[config.mk]
export PLATFORM = sky130hd
export DESIGN_NAME = tk_rtc_regs
export DESIGN_NICKNAME = d
export VERILOG_FILES = /design/src/rtl/tk_reg_pkg.sv /design/src/rtl/tk_addr_dec.sv /design/src/rtl/tk_irq_ctrl.sv /design/src/rtl/tk_ctrl_reg.sv /design/src/rtl/tk_core_fwd.sv /design/src/rtl/tk_rtc_regs.sv
export SDC_FILE = /design/constraint.sdc
export NUM_CORES = 1
export LEC_CHECK = 0
export ABC_AREA = 0
export BUFFER_PORTS_ARGS = -buffer_cell sky130_fd_sc_hd__buf_2
export CAP_MARGIN = 10
export CELL_PAD_IN_SITES_DETAIL_PLACEMENT = 0
export CELL_PAD_IN_SITES_GLOBAL_PLACEMENT = 1
export CORE_MARGIN = 2
export CORE_UTILIZATION = 38
export CTS_CLUSTER_DIAMETER = 150
export DETAILED_ROUTE_END_ITERATION = 16
export GPL_ROUTABILITY_DRIVEN = 0
export MAX_ROUTING_LAYER = met4
export PLACE_DENSITY_LB_ADDON = 0.1
export SYNTH_ARGS = -nofsm -noshare
export SYNTH_HDL_FRONTEND = slang
export SYNTH_HIERARCHICAL = 1
export SYNTH_SLANG_ARGS = --single-unit
[constraint.sdc]
create_clock -name clk -period 2.2 [get_ports clk]
set_input_delay 0.33 -clock clk [delete_from_list [all_inputs] [get_ports clk]]
set_output_delay 0.33 -clock clk [all_outputs]
set_load 0.005 [all_outputs]
[src/rtl/tk_reg_pkg.sv]
package tk_reg_pkg;

  localparam int DATA_W  = 32;
  localparam int IRQ_N   = 2;
  localparam int IRQ_SEC = 0;
  localparam int IRQ_ALM = 1;

  localparam int CTRL_BATT_BIT = 31;
  localparam int CTRL_OSC_BIT  = 24;

  localparam logic [7:0] OFS_SET_WR  = 8'h00;
  localparam logic [7:0] OFS_SET_RD  = 8'h04;
  localparam logic [7:0] OFS_CAL_WR  = 8'h08;
  localparam logic [7:0] OFS_CAL_RD  = 8'h0C;
  localparam logic [7:0] OFS_CUR_TM  = 8'h10;
  localparam logic [7:0] OFS_CUR_TK  = 8'h14;
  localparam logic [7:0] OFS_ALARM   = 8'h18;
  localparam logic [7:0] OFS_STS     = 8'h20;
  localparam logic [7:0] OFS_MASK    = 8'h24;
  localparam logic [7:0] OFS_IEN     = 8'h28;
  localparam logic [7:0] OFS_IDIS    = 8'h2C;
  localparam logic [7:0] OFS_CTRL    = 8'h40;

  typedef enum logic [3:0] {
    SEL_NONE,
    SEL_SET_WR,
    SEL_SET_RD,
    SEL_CAL_WR,
    SEL_CAL_RD,
    SEL_CUR_TM,
    SEL_CUR_TK,
    SEL_ALARM,
    SEL_STS,
    SEL_MASK,
    SEL_IEN,
    SEL_IDIS,
    SEL_CTRL
  } reg_sel_e;

endpackage

[src/rtl/tk_addr_dec.sv]
module tk_addr_dec
  import tk_reg_pkg::*;
#(
  parameter int ADDR_W = 8
) (
  input  logic [ADDR_W-1:0] addr_i,
  output reg_sel_e          sel_o
);

  always_comb begin
    sel_o = SEL_NONE;
    case (addr_i)
      ADDR_W'(OFS_SET_WR): sel_o = SEL_SET_WR;
      ADDR_W'(OFS_SET_RD): sel_o = SEL_SET_RD;
      ADDR_W'(OFS_CAL_WR): sel_o = SEL_CAL_WR;
      ADDR_W'(OFS_CAL_RD): sel_o = SEL_CAL_RD;
      ADDR_W'(OFS_CUR_TM): sel_o = SEL_CUR_TM;
      ADDR_W'(OFS_CUR_TK): sel_o = SEL_CUR_TK;
      ADDR_W'(OFS_ALARM):  sel_o = SEL_ALARM;
      ADDR_W'(OFS_STS):    sel_o = SEL_STS;
      ADDR_W'(OFS_MASK):   sel_o = SEL_MASK;
      ADDR_W'(OFS_IEN):    sel_o = SEL_IEN;
      ADDR_W'(OFS_IDIS):   sel_o = SEL_IDIS;
      ADDR_W'(OFS_CTRL):   sel_o = SEL_CTRL;
      default:             sel_o = SEL_NONE;
    endcase
  end

endmodule

[src/rtl/tk_irq_ctrl.sv]
module tk_irq_ctrl #(
  parameter int N = 2
) (
  input  logic         clk,
  input  logic         rst_n,
  input  logic [N-1:0] evt_i,
  input  logic [N-1:0] sts_w1c_i,
  input  logic [N-1:0] en_w1_i,
  input  logic [N-1:0] dis_w1_i,
  output logic [N-1:0] sts_o,
  output logic [N-1:0] mask_o,
  output logic [N-1:0] irq_o
);

  logic [N-1:0] sts_q, sts_d;
  logic [N-1:0] mask_q, mask_d;

  for (genvar i = 0; i < N; i++) begin : g_bit
    // event set has priority over a write-one clear
    always_comb begin
      sts_d[i] = sts_q[i];
      if (evt_i[i]) begin
        sts_d[i] = 1'b1;
      end else if (sts_w1c_i[i]) begin
        sts_d[i] = 1'b0;
      end
    end

    always_comb begin
      mask_d[i] = mask_q[i];
      if (dis_w1_i[i]) begin
        mask_d[i] = 1'b0;
      end else if (en_w1_i[i]) begin
        mask_d[i] = 1'b1;
      end
    end

    always_ff @(posedge clk or negedge rst_n) begin
      if (!rst_n) begin
        sts_q[i]  <= 1'b0;
        mask_q[i] <= 1'b0;
      end else begin
        sts_q[i]  <= sts_d[i];
        mask_q[i] <= mask_d[i];
      end
    end


    evt_sets_sts_chk: assert property (@(posedge clk) disable iff (!rst_n)
      evt_i[i] |=> sts_q[i]);


    w1c_clears_sts_chk: assert property (@(posedge clk) disable iff (!rst_n)
      (sts_w1c_i[i] && !evt_i[i]) |=> !sts_q[i]);


    dis_clears_mask_chk: assert property (@(posedge clk) disable iff (!rst_n)
      dis_w1_i[i] |=> !mask_q[i]);


    en_sets_mask_chk: assert property (@(posedge clk) disable iff (!rst_n)
      (en_w1_i[i] && !dis_w1_i[i]) |=> mask_q[i]);


    sts_hold_chk: assert property (@(posedge clk) disable iff (!rst_n)
      (!evt_i[i] && !sts_w1c_i[i]) |=> $stable(sts_q[i]));
  end

  assign sts_o  = sts_q;
  assign mask_o = mask_q;
  assign irq_o  = sts_q & mask_q;

endmodule

[src/rtl/tk_ctrl_reg.sv]
module tk_ctrl_reg (
  input  logic clk,
  input  logic rst_n,
  input  logic wr_i,
  input  logic batt_bit_i,
  input  logic osc_bit_i,
  output logic batt_en_o,
  output logic osc_en_o
);

  logic batt_q, batt_d;
  logic osc_q, osc_d;

  always_comb begin
    batt_d = batt_q;
    osc_d  = osc_q;
    if (wr_i) begin
      batt_d = batt_bit_i;
      osc_d  = osc_bit_i;
    end
  end

  always_ff @(posedge clk or negedge rst_n) begin
    if (!rst_n) begin
      batt_q <= 1'b0;
      osc_q  <= 1'b0;
    end else begin
      batt_q <= batt_d;
      osc_q  <= osc_d;
    end
  end


  ctrl_write_chk: assert property (@(posedge clk) disable iff (!rst_n)
    wr_i |=> (batt_q == $past(batt_bit_i)) && (osc_q == $past(osc_bit_i)));


  ctrl_hold_chk: assert property (@(posedge clk) disable iff (!rst_n)
    !wr_i |=> $stable(batt_q) && $stable(osc_q));

  assign batt_en_o = batt_q;
  assign osc_en_o  = osc_q;

endmodule

[src/rtl/tk_core_fwd.sv]
module tk_core_fwd #(
  parameter int TIME_W = 32,
  parameter int CAL_W  = 21
) (
  input  logic              clk,
  input  logic              rst_n,
  input  logic              set_wr_i,
  input  logic              cal_wr_i,
  input  logic              alm_wr_i,
  input  logic [TIME_W-1:0] time_data_i,
  input  logic [CAL_W-1:0]  cal_data_i,
  output logic              set_wr_o,
  output logic              cal_wr_o,
  output logic              alm_wr_o,
  output logic [TIME_W-1:0] set_data_o,
  output logic [CAL_W-1:0]  cal_data_o,
  output logic [TIME_W-1:0] alm_data_o
);

  logic              set_stb_q, cal_stb_q, alm_stb_q;
  logic [TIME_W-1:0] set_dat_q, set_dat_d;
  logic [CAL_W-1:0]  cal_dat_q, cal_dat_d;
  logic [TIME_W-1:0] alm_dat_q, alm_dat_d;

  always_comb begin
    set_dat_d = set_dat_q;
    cal_dat_d = cal_dat_q;
    alm_dat_d = alm_dat_q;
    if (set_wr_i) set_dat_d = time_data_i;
    if (cal_wr_i) cal_dat_d = cal_data_i;
    if (alm_wr_i) alm_dat_d = time_data_i;
  end

  always_ff @(posedge clk or negedge rst_n) begin
    if (!rst_n) begin
      set_stb_q <= 1'b0;
      cal_stb_q <= 1'b0;
      alm_stb_q <= 1'b0;
      set_dat_q <= '0;
      cal_dat_q <= '0;
      alm_dat_q <= '0;
    end else begin
      set_stb_q <= set_wr_i;
      cal_stb_q <= cal_wr_i;
      alm_stb_q <= alm_wr_i;
      set_dat_q <= set_dat_d;
      cal_dat_q <= cal_dat_d;
      alm_dat_q <= alm_dat_d;
    end
  end


  strobe_onehot_chk: assert property (@(posedge clk) disable iff (!rst_n)
    $onehot0({set_stb_q, cal_stb_q, alm_stb_q}));


  set_data_chk: assert property (@(posedge clk) disable iff (!rst_n)
    set_wr_i |=> set_stb_q && (set_dat_q == $past(time_data_i)));


  strobe_single_chk: assert property (@(posedge clk) disable iff (!rst_n)
    (!set_wr_i && !cal_wr_i && !alm_wr_i) |=> !set_stb_q && !cal_stb_q && !alm_stb_q);

  assign set_wr_o   = set_stb_q;
  assign cal_wr_o   = cal_stb_q;
  assign alm_wr_o   = alm_stb_q;
  assign set_data_o = set_dat_q;
  assign cal_data_o = cal_dat_q;
  assign alm_data_o = alm_dat_q;

endmodule

[src/rtl/tk_rtc_regs.sv]
module tk_rtc_regs
  import tk_reg_pkg::*;
#(
  parameter int ADDR_W = 8,
  parameter int TIME_W = 32,
  parameter int CAL_W  = 21,
  parameter int TICK_W = 16
) (
  input  logic              clk,
  input  logic              rst_n,
  input  logic              bus_valid_i,
  input  logic              bus_write_i,
  input  logic [ADDR_W-1:0] bus_addr_i,
  input  logic [DATA_W-1:0] bus_wdata_i,
  output logic [DATA_W-1:0] bus_rdata_o,
  input  logic [TIME_W-1:0] core_settime_rd_i,
  input  logic [CAL_W-1:0]  core_calib_rd_i,
  input  logic [TIME_W-1:0] core_cur_time_i,
  input  logic [TICK_W-1:0] core_cur_tick_i,
  input  logic [TIME_W-1:0] core_alarm_rd_i,
  input  logic              sec_evt_i,
  input  logic              alarm_evt_i,
  output logic              settime_wr_o,
  output logic              calib_wr_o,
  output logic              alarm_wr_o,
  output logic [TIME_W-1:0] settime_data_o,
  output logic [CAL_W-1:0]  calib_data_o,
  output logic [TIME_W-1:0] alarm_data_o,
  output logic              irq_sec_o,
  output logic              irq_alarm_o,
  output logic              osc_en_o,
  output logic              batt_en_o
);

  reg_sel_e          sel;
  logic              wr_acc, rd_acc;
  logic [IRQ_N-1:0]  evt, sts_w1c, en_w1, dis_w1;
  logic [IRQ_N-1:0]  sts, mask, irq;
  logic [DATA_W-1:0] rd_d, rdata_q;

  assign wr_acc = bus_valid_i &&  bus_write_i;
  assign rd_acc = bus_valid_i && !bus_write_i;

  tk_addr_dec #(.ADDR_W(ADDR_W)) i_dec (
    .addr_i (bus_addr_i),
    .sel_o  (sel)
  );

  // write-one qualifiers for the interrupt block
  always_comb begin
    evt          = '0;
    evt[IRQ_SEC] = sec_evt_i;
    evt[IRQ_ALM] = alarm_evt_i;
    sts_w1c      = (wr_acc && sel == SEL_STS)  ? bus_wdata_i[IRQ_N-1:0] : '0;
    en_w1        = (wr_acc && sel == SEL_IEN)  ? bus_wdata_i[IRQ_N-1:0] : '0;
    dis_w1       = (wr_acc && sel == SEL_IDIS) ? bus_wdata_i[IRQ_N-1:0] : '0;
  end

  tk_irq_ctrl #(.N(IRQ_N)) i_irq (
    .clk       (clk),
    .rst_n     (rst_n),
    .evt_i     (evt),
    .sts_w1c_i (sts_w1c),
    .en_w1_i   (en_w1),
    .dis_w1_i  (dis_w1),
    .sts_o     (sts),
    .mask_o    (mask),
    .irq_o     (irq)
  );

  assign irq_sec_o   = irq[IRQ_SEC];
  assign irq_alarm_o = irq[IRQ_ALM];

  tk_ctrl_reg i_ctrl (
    .clk        (clk),
    .rst_n      (rst_n),
    .wr_i       (wr_acc && sel == SEL_CTRL),
    .batt_bit_i (bus_wdata_i[CTRL_BATT_BIT]),
    .osc_bit_i  (bus_wdata_i[CTRL_OSC_BIT]),
    .batt_en_o  (batt_en_o),
    .osc_en_o   (osc_en_o)
  );

  tk_core_fwd #(.TIME_W(TIME_W), .CAL_W(CAL_W)) i_fwd (
    .clk         (clk),
    .rst_n       (rst_n),
    .set_wr_i    (wr_acc && sel == SEL_SET_WR),
    .cal_wr_i    (wr_acc && sel == SEL_CAL_WR),
    .alm_wr_i    (wr_acc && sel == SEL_ALARM),
    .time_data_i (bus_wdata_i[TIME_W-1:0]),
    .cal_data_i  (bus_wdata_i[CAL_W-1:0]),
    .set_wr_o    (settime_wr_o),
    .cal_wr_o    (calib_wr_o),
    .alm_wr_o    (alarm_wr_o),
    .set_data_o  (settime_data_o),
    .cal_data_o  (calib_data_o),
    .alm_data_o  (alarm_data_o)
  );

  // read multiplexer
  always_comb begin
    rd_d = '0;
    case (sel)
      SEL_SET_RD: rd_d = DATA_W'(core_settime_rd_i);
      SEL_CAL_RD: rd_d = DATA_W'(core_calib_rd_i);
      SEL_CUR_TM: rd_d = DATA_W'(core_cur_time_i);
      SEL_CUR_TK: rd_d = DATA_W'(core_cur_tick_i);
      SEL_ALARM:  rd_d = DATA_W'(core_alarm_rd_i);
      SEL_STS:    rd_d = DATA_W'(sts);
      SEL_MASK:   rd_d = DATA_W'(mask);
      SEL_CTRL: begin
        rd_d[CTRL_BATT_BIT] = batt_en_o;
        rd_d[CTRL_OSC_BIT]  = osc_en_o;
      end
      default:    rd_d = '0;
    endcase
  end

  always_ff @(posedge clk or negedge rst_n) begin
    if (!rst_n) begin
      rdata_q <= '0;
    end else if (rd_acc) begin
      rdata_q <= rd_d;
    end
  end

  assign bus_rdata_o = rdata_q;


  unmapped_read_zero_chk: assert property (@(posedge clk) disable iff (!rst_n)
    (rd_acc && (sel == SEL_NONE || sel == SEL_SET_WR || sel == SEL_CAL_WR ||
                sel == SEL_IEN || sel == SEL_IDIS)) |=> (bus_rdata_o == '0));


  ro_write_no_strobe_chk: assert property (@(posedge clk) disable iff (!rst_n)
    (wr_acc && (sel == SEL_SET_RD || sel == SEL_CUR_TM || sel == SEL_MASK))
      |=> !settime_wr_o && !calib_wr_o && !alarm_wr_o && $stable(mask));


  rdata_hold_chk: assert property (@(posedge clk) disable iff (!rst_n)
    !rd_acc |=> $stable(bus_rdata_o));

endmodule

Word level (Yosys, flattened, before mapping)
Index checks and enable logic that the tools add are counted.

storage, ports and cells
  output and inout port bits = 124
  word-level logic and storage cells = 68
  input port bits = 179
  flip-flop bits (word level) = 126

operators by class
  bitwise gates (word level) = 1
  muxes and demuxes = 16
  reductions and logical operators = 15
  eq/ne operators = 23

operator list
  kind                                                             count
  24-bit case mux with 7 select lines                              1
  4-bit case mux with 12 select lines                              1
  8-bit by 6-bit == test with 1-bit output, second input constant  4
  8-bit by 5-bit == test with 1-bit output, second input constant  3
  4-bit == test, second input constant                             5
  6-bit case mux with 3 select lines                               1
  4-bit by 3-bit == test with 1-bit output, second input constant  4
  8-bit by 4-bit == test with 1-bit output, second input constant  2
  1-bit logical AND                                                9
  4-bit by 2-bit == test with 1-bit output, second input constant  2
  8-bit by 3-bit == test with 1-bit output, second input constant  1
  8-bit by 7-bit == test with 1-bit output, second input constant  1
  8-bit zero test                                                  1
  1-bit 2-to-1 mux                                                 8
  1-bit case mux with 4 select lines                               2
  2-bit nonzero test                                               4
  2-bit 2-to-1 mux                                                 3
  4-bit by 1-bit == test with 1-bit output, second input constant  1
  2-bit AND                                                        1
  1-bit zero test                                                  1

Logic depth before layout (Yosys ltp)
  word-level depth = 7
  mapped depth = 11
  mapped depth without buffers = 8

Modules after synthesis
The synthesis kept the hierarchy.

by module, submodules not included
  module       area an instance (sq um)  cells an instance  times used  sequential area each (sq um)
  tk_core_fwd  3542.1                    183                1           2202.1
  tk_rtc_regs  2463.6                    272                1           800.8
  tk_irq_ctrl  150.1                     14                 1           100.1
  tk_addr_dec  132.6                     20                 1           0.0
  tk_ctrl_reg  72.6                      4                  1           50.0

Worst setup path before layout
Ideal clock, no wire load.

  kind = input -> register
  start = input bus_addr_i[1]
  end = register i_fwd.cal_dat_q[0] (netlist: i_fwd/cal_data_o[0])
  setup time = 0.125 ns
  buffers on the path = 3
  cell stages on the path = 8
  slack = -0.727 ns
  data required time = 2.075 ns
  arrival = 2.802 ns
  path through = or3_4 > a2111oi_2 > buf_6 > buf_2 > nand2_1 > nor4_1 > buf_4 > mux2_2

on the way
  word-level cells in the longest chain between the ends = 4
  elaborated cells on any way between the ends = 15
  classes of those cells = 12 x eq/ne; 1 x mux; 2 x reduce/logical

ends and longest elaborated chain
  element                                                                 RTL line           source
  from (decl)                                                             tk_rtc_regs.sv:13  input logic [ADDR_W-1:0] bus_addr_i,
  8-bit by 7-bit == test with 1-bit output, or another cell as far along  tk_addr_dec.sv:12  case (addr_i)
  4-bit case mux with 12 select lines *                                   tk_addr_dec.sv:12
  named net sel[1]                                                        tk_rtc_regs.sv:35  reg_sel_e sel;
  4-bit by 2-bit == test with 1-bit output *                              tk_rtc_regs.sv:88  .cal_wr_i (wr_acc && sel == SEL_CAL_WR),
  1-bit logical AND *                                                     tk_rtc_regs.sv:88
  to (signal assigned)                                                    tk_core_fwd.sv:47  cal_dat_q <= cal_dat_d;
  to (decl)                                                               tk_core_fwd.sv:22  logic [CAL_W-1:0] cal_dat_q, cal_dat_d;

The timed path passes the listed nets; every way through them passes the cells marked *.
A chain may end at the register's enable or synchronous reset.

Worst setup path after layout
  start = input bus_addr_i[2]
  end = register i_fwd.set_dat_q[8] (netlist: i_fwd/set_data_o[8])

on the way
  word-level cells in the longest chain between the ends = 4
  elaborated cells on any way between the ends = 15
  classes of those cells = 12 x eq/ne; 1 x mux; 2 x reduce/logical

ends and longest elaborated chain
  element                                                                 RTL line           source
  8-bit by 7-bit == test with 1-bit output, or another cell as far along  tk_addr_dec.sv:12
  4-bit case mux with 12 select lines *                                   tk_addr_dec.sv:12
  named net sel[2]                                                        tk_rtc_regs.sv:35
  4-bit by 1-bit == test with 1-bit output *                              tk_rtc_regs.sv:87  .set_wr_i (wr_acc && sel == SEL_SET_WR),
  1-bit logical AND *                                                     tk_rtc_regs.sv:87
  to (signal assigned)                                                    tk_core_fwd.sv:46  set_dat_q <= set_dat_d;
  to (decl)                                                               tk_core_fwd.sv:21  logic [TIME_W-1:0] set_dat_q, set_dat_d;

Marks and branches as above.

==> impl_metrics.ini <==
[run_status]
status = finished, final reports clean

[critical_path]
cpPeakStageDelay_ns = 0.48
worst-setup-path-type = in -> reg
arrival_ns = 2.37
r2r_cells = 4
crit_buf_inv = 4
worst_path_max_delay_cell = nor4_2
critPathTopFamily = buffers and inverters
cp_num_cells = 9
path_cells = buf_2 > nand2b_1 > a21oi_1 > o31a_1 > buf_6 > nor4_2 > buf_4 > buf_12 > mux2_4
end_kind = register
crit_required_ns = 2.49
critPathMaxFanout = 30
startpoint_type = input pin

[synth]
synthFlopType = dfrtp_1
synth.most_common_cell = dfrtp_1
synth_area_per_cell_um2 = 12.9
yosys-top-cells-area = dfrtp_1 (50%), mux2_4 (14%), mux2_2 (7.3%)
syn_area_mm2 = 0.00636
async_flop_share_pct = 100
ys_ff_latch = 126
yosysTopAreaCell = dfrtp_1
synth_common_cells = dfrtp_1 (126), mux2_4 (60), nand2_1 (43)
syn-num-nets = 672
ys_seq_area_share_pct = 49.6
synth_top_area_share_pct = 49.6
yosys_warnings = 6
syn_inst = 493
synth_edf_count = 0
ys_types = 48

[route]
routed_wl_um = 20100
antenna_left = 0
drt-met1-wl_um = 8100
wl_met2_um = 10200
highest_layer = met4
via_count = 5381
post_drt_wl_per_cell_um = 18.9
route.met3.wl_um = 1370
remaining_drc_errors = 0
drt-initial-drc-count = 277
viasPerCell = 5.04
first_pass_iters = 7

[timing]
finalSetupViolations = 0
rsz0062_at_grt = no
period_minus_slack_ns = 2.08
clock_skew_ns = 0.00501
finalHoldViolCount = 0
slew-limit-headroom_pct = 56.2
max_freq_mhz = 480
drv_slew = 0
post-route-period-util_pct = 94.7
tns_ns = 0
worstMarginPinSlew_ns = 0.654

[floorplan]
ios = 303
core_area_mm2 = 0.0165
die_area_mm2 = 0.0178
dieHeight_um = 133
rows = 47
start_util_pct = 38.6
die_x_um = 133

[finish]
drive_gt1_share_pct = 59.6
fin_nets = 1007
syn_to_final_growth_pct = 41.7

[clock_tree]
cts_tree = built
cts.sinks = 126
clockRootBuffer = clkbuf_16
clock_path_buffers = 2
clk_latency_ns = 0.41
clk_pin_slew_ns = 0.05
h-tree-depth = 4
cts-buffers-inserted = 17

[power]
vdd_drop_max_v = 0.000500
leakage_nw = 4.68
finalPower_mw = 5.76
pwr_density_cell_mw_per_mm2 = 639

[grt]
antenna_found_initial = 6
grt_first_pass_wirelength_um = 31200
grt_pass1_vias = 5673
grt.overflow.total = 0
grt_max_degree = 71
track_usage_pct = 23.6

[hold_path]
whs_path_depth = 2
hold_class = in -> reg

[placement]
io_buffers = 302
dp_hpwl_um = 15500

[run]
drv_cap = 0
sequential cells by signal, indices dropped and copies added (netlist names):
signal and cells:
i_fwd/alm_wr_o 1, i_fwd/set_data_o 32, i_irq/sts_o 2, bus_rdata_o 32, i_fwd/cal_data_o 21, i_ctrl/batt_en_o 1
i_fwd/cal_wr_o 1, i_fwd/alm_data_o 32, i_fwd/set_wr_o 1, i_ctrl/osc_en_o 1, i_irq/mask_o 2
report_power, final:
part           switching [mW]  internal (mW)  total, mW
Combinational           0.263          0.324      0.587
Sequential             0.0392           2.39       2.43
Clock                    1.05           1.70       2.75
through the flow:
step                      hold WS [ns]  worst slack [ns]  cells  utilization, %  area, µm²
final                            0.102             0.116   1068            54.7       9010
after floorplan                 0.0344            -0.114    493               -       6470
after detailed placement         0.299            -0.382   1028            51.0       8400
after global placement           0.291            -0.403   1028            51.0       8400
after global routing            0.0997            0.0210   1067            54.7       9010
after CTS                       0.0858            0.0498   1061            54.6       8990
what timing repair did:
item | CTS | global route
resized for setup | 0 | 2
hold endpoints to repair | 29 | 0
setup endpoints to repair | 0 | 49
hold buffers | 1 | 0
setup buffers | 0 | 0
layout by cell type (no fill, tap or decap), types with 4 or more instances in the layout:
cell type | Yosys | routed
clkinvlp_4 | 0 | 5
a22oi_1 | 10 | 10
mux2i_1 | 11 | 11
mux2_2 | 41 | 30
o21ai_1 | 30 | 30
nand2_1 | 43 | 42
diode_2 | 0 | 7
dfrtp_1 | 126 | 126
o32a_1 | 4 | 4
a21o_1 | 4 | 4
a21oi_1 | 7 | 7
buf_12 | 6 | 9
a222oi_1 | 14 | 14
nand2b_1 | 6 | 6
nor2_1 | 14 | 13
a22o_1 | 21 | 21
mux2_4 | 60 | 71
buf_4 | 4 | 41
nand3b_1 | 6 | 6
buf_2 | 9 | 301
clkbuf_16 | 0 | 17
inv_1 | 6 | 6
routing by layer:
layer  GRT usage, %  up-vias
met5              -        -
met4           8.92        0
met3           5.67       30
met2           39.9      243
met1           27.3     2605
li1               -     2503
worst paths after layout:
check                                start                    to  slack [ns]
max                          bus_addr_i[2]   i_fwd/set_data_o[8]        0.12
min                            alarm_evt_i        i_irq/sts_o[1]        0.10
max reg2reg                 i_irq/sts_o[0]        bus_rdata_o[0]        1.14
min reg2reg                bus_rdata_o[29]       bus_rdata_o[29]        0.48
max in group asynchronous            rst_n       i_ctrl/osc_en_o        1.06
min in group asynchronous            rst_n  i_fwd/set_data_o[21]        0.40
kinds of logic (layout without fill, tap and decap cells):
group                     count (synthesis)  in the layout  share of synthesized area (%)
DFF                                     126            126                           49.6
muxes                                   112            112                           23.2
AOI/OAI and AO/OA                       110            110                           13.0
and+or+nand+nor                         101            101                           8.28
buffers and inverters                    43            391                           5.90
xor gates and xnor gates                  1              1                          0.138
other                                     0              7                              0
final cells by class:
class                      count  area [µm²]
antenna                        7        17.5
clock buffer                  19         443
clock inverter                13         139
fill                        1497        7450
inverter                       6        22.5
multi-input combinational    324        2950
sequential                   126        3150
tap                          220         275
timing repair buffer         353        2020
Power figures use the tool's default switching activity.
